===== config.mk =====
export PLATFORM = sky130hd
export DESIGN_NAME = fwd_unit
export DESIGN_NICKNAME = d
export VERILOG_FILES = /design/src/rtl/fwd_pkg.sv /design/src/rtl/fwd_match.sv /design/src/rtl/fwd_select.sv /design/src/rtl/fwd_opmux.sv /design/src/rtl/fwd_unit.sv
export SDC_FILE = /design/constraint.sdc
export NUM_CORES = 1
export LEC_CHECK = 0
export BUFFER_PORTS_ARGS = -buffer_cell sky130_fd_sc_hd__buf_2
export CORE_MARGIN = 8
export CORE_UTILIZATION = 35
export DETAILED_ROUTE_END_ITERATION = 8
export GPL_TIMING_DRIVEN = 0
export MAX_ROUTING_LAYER = met4
export PLACE_DENSITY_LB_ADDON = 0.25
export SLEW_MARGIN = 20
export SYNTH_ARGS = -nofsm -noshare
export SYNTH_HDL_FRONTEND = slang
export SYNTH_HIERARCHICAL = 1
export SYNTH_SLANG_ARGS = --single-unit

===== constraint.sdc =====
create_clock -name vclk -period 4.7
set_clock_uncertainty 0.15 [all_clocks]
set_input_delay 0.94 -clock vclk [all_inputs]
set_output_delay 0.94 -clock vclk [all_outputs]
set_load 0.05 [all_outputs]

===== src/rtl/fwd_pkg.sv =====
package fwd_pkg;
   typedef enum logic [1:0] {
      SEL_RF   = 2'b00,
      SEL_WB   = 2'b01,
      SEL_EXM  = 2'b10,
      SEL_RSVD = 2'b11
   } fwd_sel_e;

   localparam int unsigned NUM_OPND = 2;
endpackage


===== src/rtl/fwd_match.sv =====
module fwd_match #(
   parameter int unsigned AW         = 5,
   parameter bit          GUARD_ZERO = 1'b1
) (
   input  logic [AW-1:0] src_idx,
   input  logic [AW-1:0] dst_idx,
   input  logic          dst_wr,
   output logic          hit
);
   logic idx_eq;
   logic dst_live;

   assign idx_eq = (src_idx == dst_idx);

   generate
      if (GUARD_ZERO) begin : g_guard
         assign dst_live = dst_wr && (dst_idx != '0);
      end else begin : g_noguard
         assign dst_live = dst_wr;
      end
   endgenerate

   assign hit = dst_live && idx_eq;
endmodule


===== src/rtl/fwd_select.sv =====
module fwd_select
   import fwd_pkg::*;
(
   input  logic     hit_exm,
   input  logic     hit_wb,
   output fwd_sel_e sel
);
   always_comb begin
      if (hit_exm)     sel = SEL_EXM;
      else if (hit_wb) sel = SEL_WB;
      else             sel = SEL_RF;
   end
endmodule


===== src/rtl/fwd_opmux.sv =====
module fwd_opmux
   import fwd_pkg::*;
#(
   parameter int unsigned DW = 32
) (
   input  fwd_sel_e      sel,
   input  logic [DW-1:0] rf_val,
   input  logic [DW-1:0] exm_val,
   input  logic [DW-1:0] wb_val,
   output logic [DW-1:0] out_val
);
   always_comb begin
      unique case (sel)
         SEL_EXM: out_val = exm_val;
         SEL_WB:  out_val = wb_val;
         default: out_val = rf_val;
      endcase
   end
endmodule


===== src/rtl/fwd_unit.sv =====
module fwd_unit
   import fwd_pkg::*;
#(
   parameter int unsigned AW         = 5,
   parameter int unsigned DW         = 32,
   parameter bit          GUARD_ZERO = 1'b1
) (
   input  logic [AW-1:0] src_a_idx,
   input  logic [AW-1:0] src_b_idx,
   input  logic [AW-1:0] exm_dst,
   input  logic          exm_wr,
   input  logic [AW-1:0] mwb_dst,
   input  logic          mwb_wr,
   input  logic [DW-1:0] rf_a,
   input  logic [DW-1:0] rf_b,
   input  logic [DW-1:0] exm_result,
   input  logic [DW-1:0] mwb_data,
   output logic [1:0]    fwd_a_sel,
   output logic [1:0]    fwd_b_sel,
   output logic [DW-1:0] opnd_a,
   output logic [DW-1:0] opnd_b
);
   localparam int unsigned NREGS = 1 << AW;

   initial begin
      assert (AW >= 1 && AW <= 8)
         else $error("fwd_unit: AW %0d out of range", AW);
      assert (DW >= 1)
         else $error("fwd_unit: DW must be positive");
      assert (NREGS >= 2)
         else $error("fwd_unit: register space too small");
   end

   logic [AW-1:0] src_idx [NUM_OPND];
   logic [DW-1:0] rf_val  [NUM_OPND];
   logic [DW-1:0] out_val [NUM_OPND];
   fwd_sel_e      sel_v   [NUM_OPND];

   assign src_idx[0] = src_a_idx;
   assign src_idx[1] = src_b_idx;
   assign rf_val[0]  = rf_a;
   assign rf_val[1]  = rf_b;

   generate
      for (genvar g = 0; g < NUM_OPND; g++) begin : g_opnd
         logic hit_exm;
         logic hit_wb;

         fwd_match #(.AW(AW), .GUARD_ZERO(GUARD_ZERO)) u_m_exm (
            .src_idx (src_idx[g]),
            .dst_idx (exm_dst),
            .dst_wr  (exm_wr),
            .hit     (hit_exm)
         );

         fwd_match #(.AW(AW), .GUARD_ZERO(GUARD_ZERO)) u_m_wb (
            .src_idx (src_idx[g]),
            .dst_idx (mwb_dst),
            .dst_wr  (mwb_wr),
            .hit     (hit_wb)
         );

         fwd_select u_sel (
            .hit_exm (hit_exm),
            .hit_wb  (hit_wb),
            .sel     (sel_v[g])
         );

         fwd_opmux #(.DW(DW)) u_mux (
            .sel     (sel_v[g]),
            .rf_val  (rf_val[g]),
            .exm_val (exm_result),
            .wb_val  (mwb_data),
            .out_val (out_val[g])
         );
      end
   endgenerate

   assign fwd_a_sel = sel_v[0];
   assign fwd_b_sel = sel_v[1];
   assign opnd_a    = out_val[0];
   assign opnd_b    = out_val[1];
endmodule


* Word level (Yosys, flattened, before mapping)
Cells that the tools add are included.
Operators by class: eq/ne operators 8, reduce and logical (&&, ||, !) cells 8, mux-type cells 6
Operators with widths (number):
- 32-bit one-hot mux with 2 select lines | 2
- 5-bit equality test | 4
- 5-bit nonzero test | 2
- 1-bit logical AND | 6
- 2-bit by 1-bit equality test with 1-bit output, second input constant | 2
- 2-bit equality test, second input constant | 2
- 2-bit two-way mux | 2
- 1-bit two-way mux | 2
Storage, ports and cells: word-level logic and storage cells 22, input bits 150, output and inout port bits 68, flip-flop bits (word level) 0

* Depth between registers and ports, before layout
Gate-level depths: netlist of run 1.
word-level depth 7, gate-level depth with buffers 10, depth with buffers taken out 8

* Hierarchy
The synthesis of run 1 kept the hierarchy.
By module, submodules not included:
- fwd_opmux | cells each 113, seq. area each 0.0 sq um, instances 2, area an instance 636.9 sq um
- fwd_match | cells each 10, seq. area each 0.0 sq um, instances 4, area an instance 76.3 sq um
- fwd_select | cells each 2, seq. area each 0.0 sq um, instances 2, area an instance 21.3 sq um

* Least setup slack after synthesis of run 1
Ideal clock, no wire load.
path kind input -> output, start in exm_dst[1], end out opnd_a[29], stages 8, data arrival time 3.415 ns, required time 3.610 ns, path buffers 1, setup slack 0.195 ns, cell sequence nor4_2 > o21ai_1 > and4_1 > nor2b_4 > inv_1 > ha_1 > buf_2 > o21ai_0
On the way: word-level cells in the longest chain between the ends 6, elaborated cells between the ends (all ways) 8, classes of those cells 3 x eq/ne; 2 x mux; 3 x reduce/logical
RTL lines:
- start, declared | line fwd_unit.sv:10 | input logic [AW-1:0] exm_dst,
- 5-bit nonzero test | line fwd_match.sv:17 | assign dst_live = dst_wr && (dst_idx != '0);
- 1-bit logical AND | line fwd_match.sv:17
- 1-bit logical AND * | line fwd_match.sv:23 | assign hit = dst_live && idx_eq;
- named net g_opnd[0].hit_exm | line fwd_unit.sv:46 | logic hit_exm;
- 2-bit two-way mux * | line fwd_select.sv:9 | if (hit_exm) sel = SEL_EXM;
- named net fwd_a_sel[0] | line fwd_unit.sv:18 | output logic [1:0] fwd_a_sel,
- 2-bit by 1-bit equality test with 1-bit output / 2-bit equality test (equally long branches) | line fwd_opmux.sv:13 | unique case (sel)
- 32-bit one-hot mux with 2 select lines * | line fwd_opmux.sv:13
- end, declared | line fwd_unit.sv:20 | output logic [DW-1:0] opnd_a,
Mark *: on every way through the listed nets, which the timed path passes. The rest lies on a longest branch.

* Worst setup path in the final report of run 1
start in mwb_dst[3], end out opnd_a[29]
On the way: word-level cells in the longest chain between the ends 7, elaborated cells between the ends (all ways) 9, classes of those cells 3 x eq/ne; 3 x mux; 3 x reduce/logical
RTL lines:
- start, declared | line fwd_unit.sv:12 | input logic [AW-1:0] mwb_dst,
- 5-bit nonzero test | line fwd_match.sv:17
- 1-bit logical AND | line fwd_match.sv:17
- 1-bit logical AND * | line fwd_match.sv:23
- named net g_opnd[0].hit_wb | line fwd_unit.sv:47 | logic hit_wb;
- 1-bit two-way mux * | line fwd_select.sv:10 | else if (hit_wb) sel = SEL_WB;
- 2-bit two-way mux * | line fwd_select.sv:9
- 2-bit by 1-bit equality test with 1-bit output / 2-bit equality test (equally long branches) | line fwd_opmux.sv:13
- 32-bit one-hot mux with 2 select lines * | line fwd_opmux.sv:13
Marks and branches as above.

==> metrics.txt, run 1 <==
Post-CTS Setup Inserts 0; Final setup viols 0; DRT antenna net count 0; post-synthesis sequential area ratio 0%; maximum VDD drop 0.0642 mV; Tcrit/Tclk final 88.5%; Fillers roughly 460; YS warnings 6; top cell type's share of synthesized area between 20 and 30%; number of iterations in the first detailed-routing pass 7; initial antenna violation count 0; vias per cell about 5.5; post-DR wirelength/cell ~17 um; Hold Crit Class input pin to output pin; HPWL after DPL 7840 um; num rows 24; vias in the first global route roughly 3,000; residual DRC count 0; Worst slew margin between 80% and 90%; Placer Congestion 0.883; Cell Area, Synth 0.00162 mm^2; Core Region 0.00441 mm^2; Final Hold Viols 0; ANT cells 0; status complete, no violations; CP Launch Type input pin; Synth area leader a22oi_1; Slew @ Worst Pin between 0.2 and 0.3 ns; I/O Pins 218; port bufs about 220; gr usage total 25.1%; Comb power frac 100.0%; Syn Nets ~420; maximum capacitance violations 0; routed wire length 9360 um; initial core utilization 36.7%; largest net degree at the start of global routing 11; Final Critical Period slightly above 4 ns; Pleak 1.44 nW; CP Max Fanout 10; cts repair resizes 0; fin util 62.9%; Mapped Cells 270; Clock power frac 0%; max frequency 0.240 GHz; CLK BUF 0; Syn Area/Cell around 6.0 um^2; CP arrival 3.07 ns; fin. max-slew vios 0; global route total overflow 0; die area 0.00707 mm^2; seq_cells 0; top-count cell post-synth nand2_1; hold_buf cts 0; Crit Path Class input pin to output pin; Synth area leaders a22oi_1, o21ai_1, nand2_1; layout cells sized above 1 51.6%; Nets 644; RSZ-0062 raised after global routing no; Yosys cell types 16; P&R area growth vs syn 71.3%; CP Capture Type output pin; Synth top cells by count nand2_1, a22oi_1, o21ai_1; switching part of the total 68.2%; via count 2,953; Die W 84.1 um; register area 0 um^2; global-route wire length before repair 15,000 um; Die Height about 84 um; pwr dens 118 mW/mm^2; Critical Path RT 3.61 ns; P_sw 0.224 mW; Hold WS roughly 2.1 ns; Seq pwr share 0%; area of the multi-input gates roughly 0.0014 mm^2; setup tns final 0 ns; DR iter-0 viols approximately 180; Power Internal 0.104 mW
## metrics by stage
stage	cell area (um^2)	setup slack, ns	total power, mW	instances
floorplan	1620	0.195	0.201	270
global placement	2780	0.543	0.323	540
detailed placement	2780	0.521	0.328	540
CTS	2780	0.519	0.328	540
global route	2780	0.373	0.352	540
finish	2780	0.541	0.328	540
## final cells by class
cell class	instances	share of cell area (%)
Tap cell	52	2.34
Inverter	4	0.541
Timing Repair Buffer	218	39.3
Buffer	28	6.58
Multi-Input combinational cell	238	51.3
## cell families (layout without fill, tap and decap cells)
logic type / after synthesis / after routing / share of synthesized area, %
buf+inv: 32 / 250 / 12.2
simple gates: 86 / 86 / 25.5
fa+ha+maj: 4 / 4 / 3.09
xor+xnor: 16 / 16 / 8.64
compound gates: 132 / 132 / 50.6
## path summary, 6_finish.rpt
path	start	endpoint	cells after the start
setup / recovery	mwb_dst[3]	opnd_a[29]	12
hold / removal	rf_b[28]	opnd_b[28]	4
## power groups by stage
stage / Combinational [mW] / Sequential [mW] / Clock [mW]
final: 0.328 / 0 / 0
after global routing: 0.352 / 0 / 0
after CTS: 0.328 / 0 / 0
after detailed placement: 0.328 / 0 / 0
after global placement: 0.323 / 0 / 0
after floorplan: 0.201 / 0 / 0
## cell usage in the layout, fill, tap and decap left out
cell | Yosys | final
buf_2 | 20 | 238
nand2_1 | 68 | 68
o21ai_1 | 64 | 64
a22oi_1 | 64 | 64
xor2_1 | 12 | 12
buf_6 | 6 | 6
nor4_2 | 4 | 4
or2_0 | 4 | 4
xnor2_1 | 4 | 4
nor3_1 | 4 | 4
and4_1 | 4 | 4
inv_1 | 4 | 4
o21ai_0 | 4 | 4
ha_1 | 4 | 4
nor2b_4 | 2 | 2
buf_4 | 2 | 2
## per-layer routing
metal / wire [um] / GRT usage, % / vias to the layer above
li1: - / - / 1436
met1: 3520 / 28.0 / 1331
met3: 842 / 3.42 / 14
met5: 0 / - / -
met4: 152 / 3.45 / 0
met2: 4840 / 46.3 / 172
## critical path, cell delays in order
cell and delay, ns:
buf_2 0.14, xor2_1 0.14, nor3_1 0.19, and4_1 0.22, nor2b_4 0.16, inv_1 0.05
ha_1 0.26, buf_2 0.19, buf_2 0.25, nand2_1 0.08, o21ai_0 0.12, buf_2 0.32
Note: power is estimated with default switching activity, not from simulation.
==> run 2: changes to the inputs <==
--- a/config.mk
+++ b/config.mk
@@ -11,7 +11,7 @@
 export DETAILED_ROUTE_END_ITERATION = 8
 export GPL_TIMING_DRIVEN = 0
 export MAX_ROUTING_LAYER = met4
-export PLACE_DENSITY_LB_ADDON = 0.25
+export PLACE_DENSITY = 0.87
 export SLEW_MARGIN = 20
 export SYNTH_ARGS = -nofsm -noshare
 export SYNTH_HDL_FRONTEND = slang
==> run 2 against run 1 <==
- via count grew 1.8%
- die area is the same
- utilization is the same
- cell area is the same
- hold slack gained 0.0017 ns
- critical path depth is the same
- sequential share of layout area is the same
- critical path type unchanged
- highest routed layer unchanged
==> metrics.txt, run 2 (synthesis gave the netlist of run 1 again) <==
CP Launch Type input pin; hold path start rf_b[28]; CP Capture Type output pin; global-route wire length before repair 14,500 um; Critical Path RT 3.61 ns; register area 0 um^2; Crit Path Class input pin to output pin; pwr dens about 120 mW/mm^2; CP arrival 3.07 ns; port bufs 218; HPWL after DPL just under 8000 um; Hold Path Depth 4; CP top delay family buffers and inverters; Final setup viols 0; maximum capacitance violations 0; number of iterations in the first detailed-routing pass 5; most common cell after layout, fill and taps aside buf_2; Final Critical Period 4.16 ns; layout cells sized above 1 51.6%; DR iter-0 viols 151; CLK BUF 0; Placer Congestion 0.937; status complete, no violations; num rows 24; setup tns final 0 ns; DRT antenna net count 0; residual DRC count 0; global route total overflow 0; fin. max-slew vios 0; gr usage total 24.3%; RSZ-0062 raised after global routing no; die area 0.00707 mm^2; Hold WS between 2 and 2.5 ns; ANT cells 0; Worst slew margin 81.1%; Final Hold Viols 0; Hold Crit Class input pin to output pin; vias in the first global route about 2,800; initial core utilization 36.7%; max frequency 0.241 GHz; vias per cell 5.56; Post-CTS Setup Inserts 0; CP most frequent cell buf_2; hold_buf cts 0; Max stage delay on crit path 0.31 ns; initial antenna violation count 0; Worst path slowest cell buf_2; seq_cells 0; Die W between 80 and 90 um; Core Region 0.00441 mm^2; cts repair resizes 0; largest net degree at the start of global routing 11; crit path cell chain buf_2 -> nor4_2 -> o21ai_1 -> and4_1 -> nor2b_4 -> inv_1 -> ha_1 -> buf_2 -> buf_2 -> nand2_1 -> o21ai_0 -> buf_2; Hold EP opnd_b[28]; Nets ~640; Pleak 1.44 nW; I/O Pins 218; CP bufs+invs 5; post-DR wirelength/cell 17.5 um; most frequent cells in the layout buf_2, nand2_1, o21ai_1, a22oi_1, xor2_1; CP Max Fanout 10; Die Height around 84 um; via count around 3,000; maximum VDD drop roughly 0.057 mV; Slew @ Worst Pin 0.285 ns; routed wire length 9470 um; Tcrit/Tclk final roughly nine tenths; P&R area growth vs syn 71.3%
[run 2: cell counts in the layout (fill, tap and decap cells not counted)]
Identical to the previous run, type by type.
[run 2: how the worst max path moves through the flow]
stage	start	to	slack (ns)	cells past startpoint
floorplan	exm_dst[1]	opnd_a[29]	0.20	8
CTS	exm_dst[1]	opnd_a[29]	0.52	12
global route	exm_dst[1]	opnd_a[27]	0.34	12
global placement	exm_dst[1]	opnd_a[27]	0.59	12
detailed placement	exm_dst[1]	opnd_a[29]	0.53	12
finish	exm_dst[1]	opnd_a[29]	0.54	12
[run 2: area by class of cell]
type | count | area [um^2]
Fill cell | 442 | 1640
Multi-Input combinational cell | 238 | 1420
Timing Repair Buffer | 218 | 1090
Buffer | 28 | 183
Tap cell | 52 | 65.1
Inverter | 4 | 15.0
[run 2: per-stage QoR]
stage | setup slack [ns] | instances | total power, mW | area [um^2] | util [%]
after floorplan | 0.195 | 270 | 0.201 | 1620 | -
after global placement | 0.585 | 540 | 0.324 | 2780 | 62.9
after detailed placement | 0.526 | 540 | 0.328 | 2780 | 62.9
after CTS | 0.522 | 540 | 0.329 | 2780 | 62.9
after global routing | 0.337 | 540 | 0.350 | 2780 | 62.9
final | 0.542 | 540 | 0.330 | 2780 | 62.9
[run 2: where the power goes]
group | total [mW] | leakage, nW | internal (mW) | switching, mW
Sequential | 0 | 0 | 0 | 0
Combinational | 0.330 | 1.44 | 0.104 | 0.225
Clock | 0 | 0 | 0 | 0
Total | 0.330 | 1.44 | 0.104 | 0.225
[run 2: per-layer routing]
metal	vias to the layer above	share of wire, %	global-route usage (%)
met4	0	2.3	4.40
met2	201	51	43.1
met1	1353	38	28.0
met3	16	8.8	3.61
met5	-	0	-
li1	1435	-	-
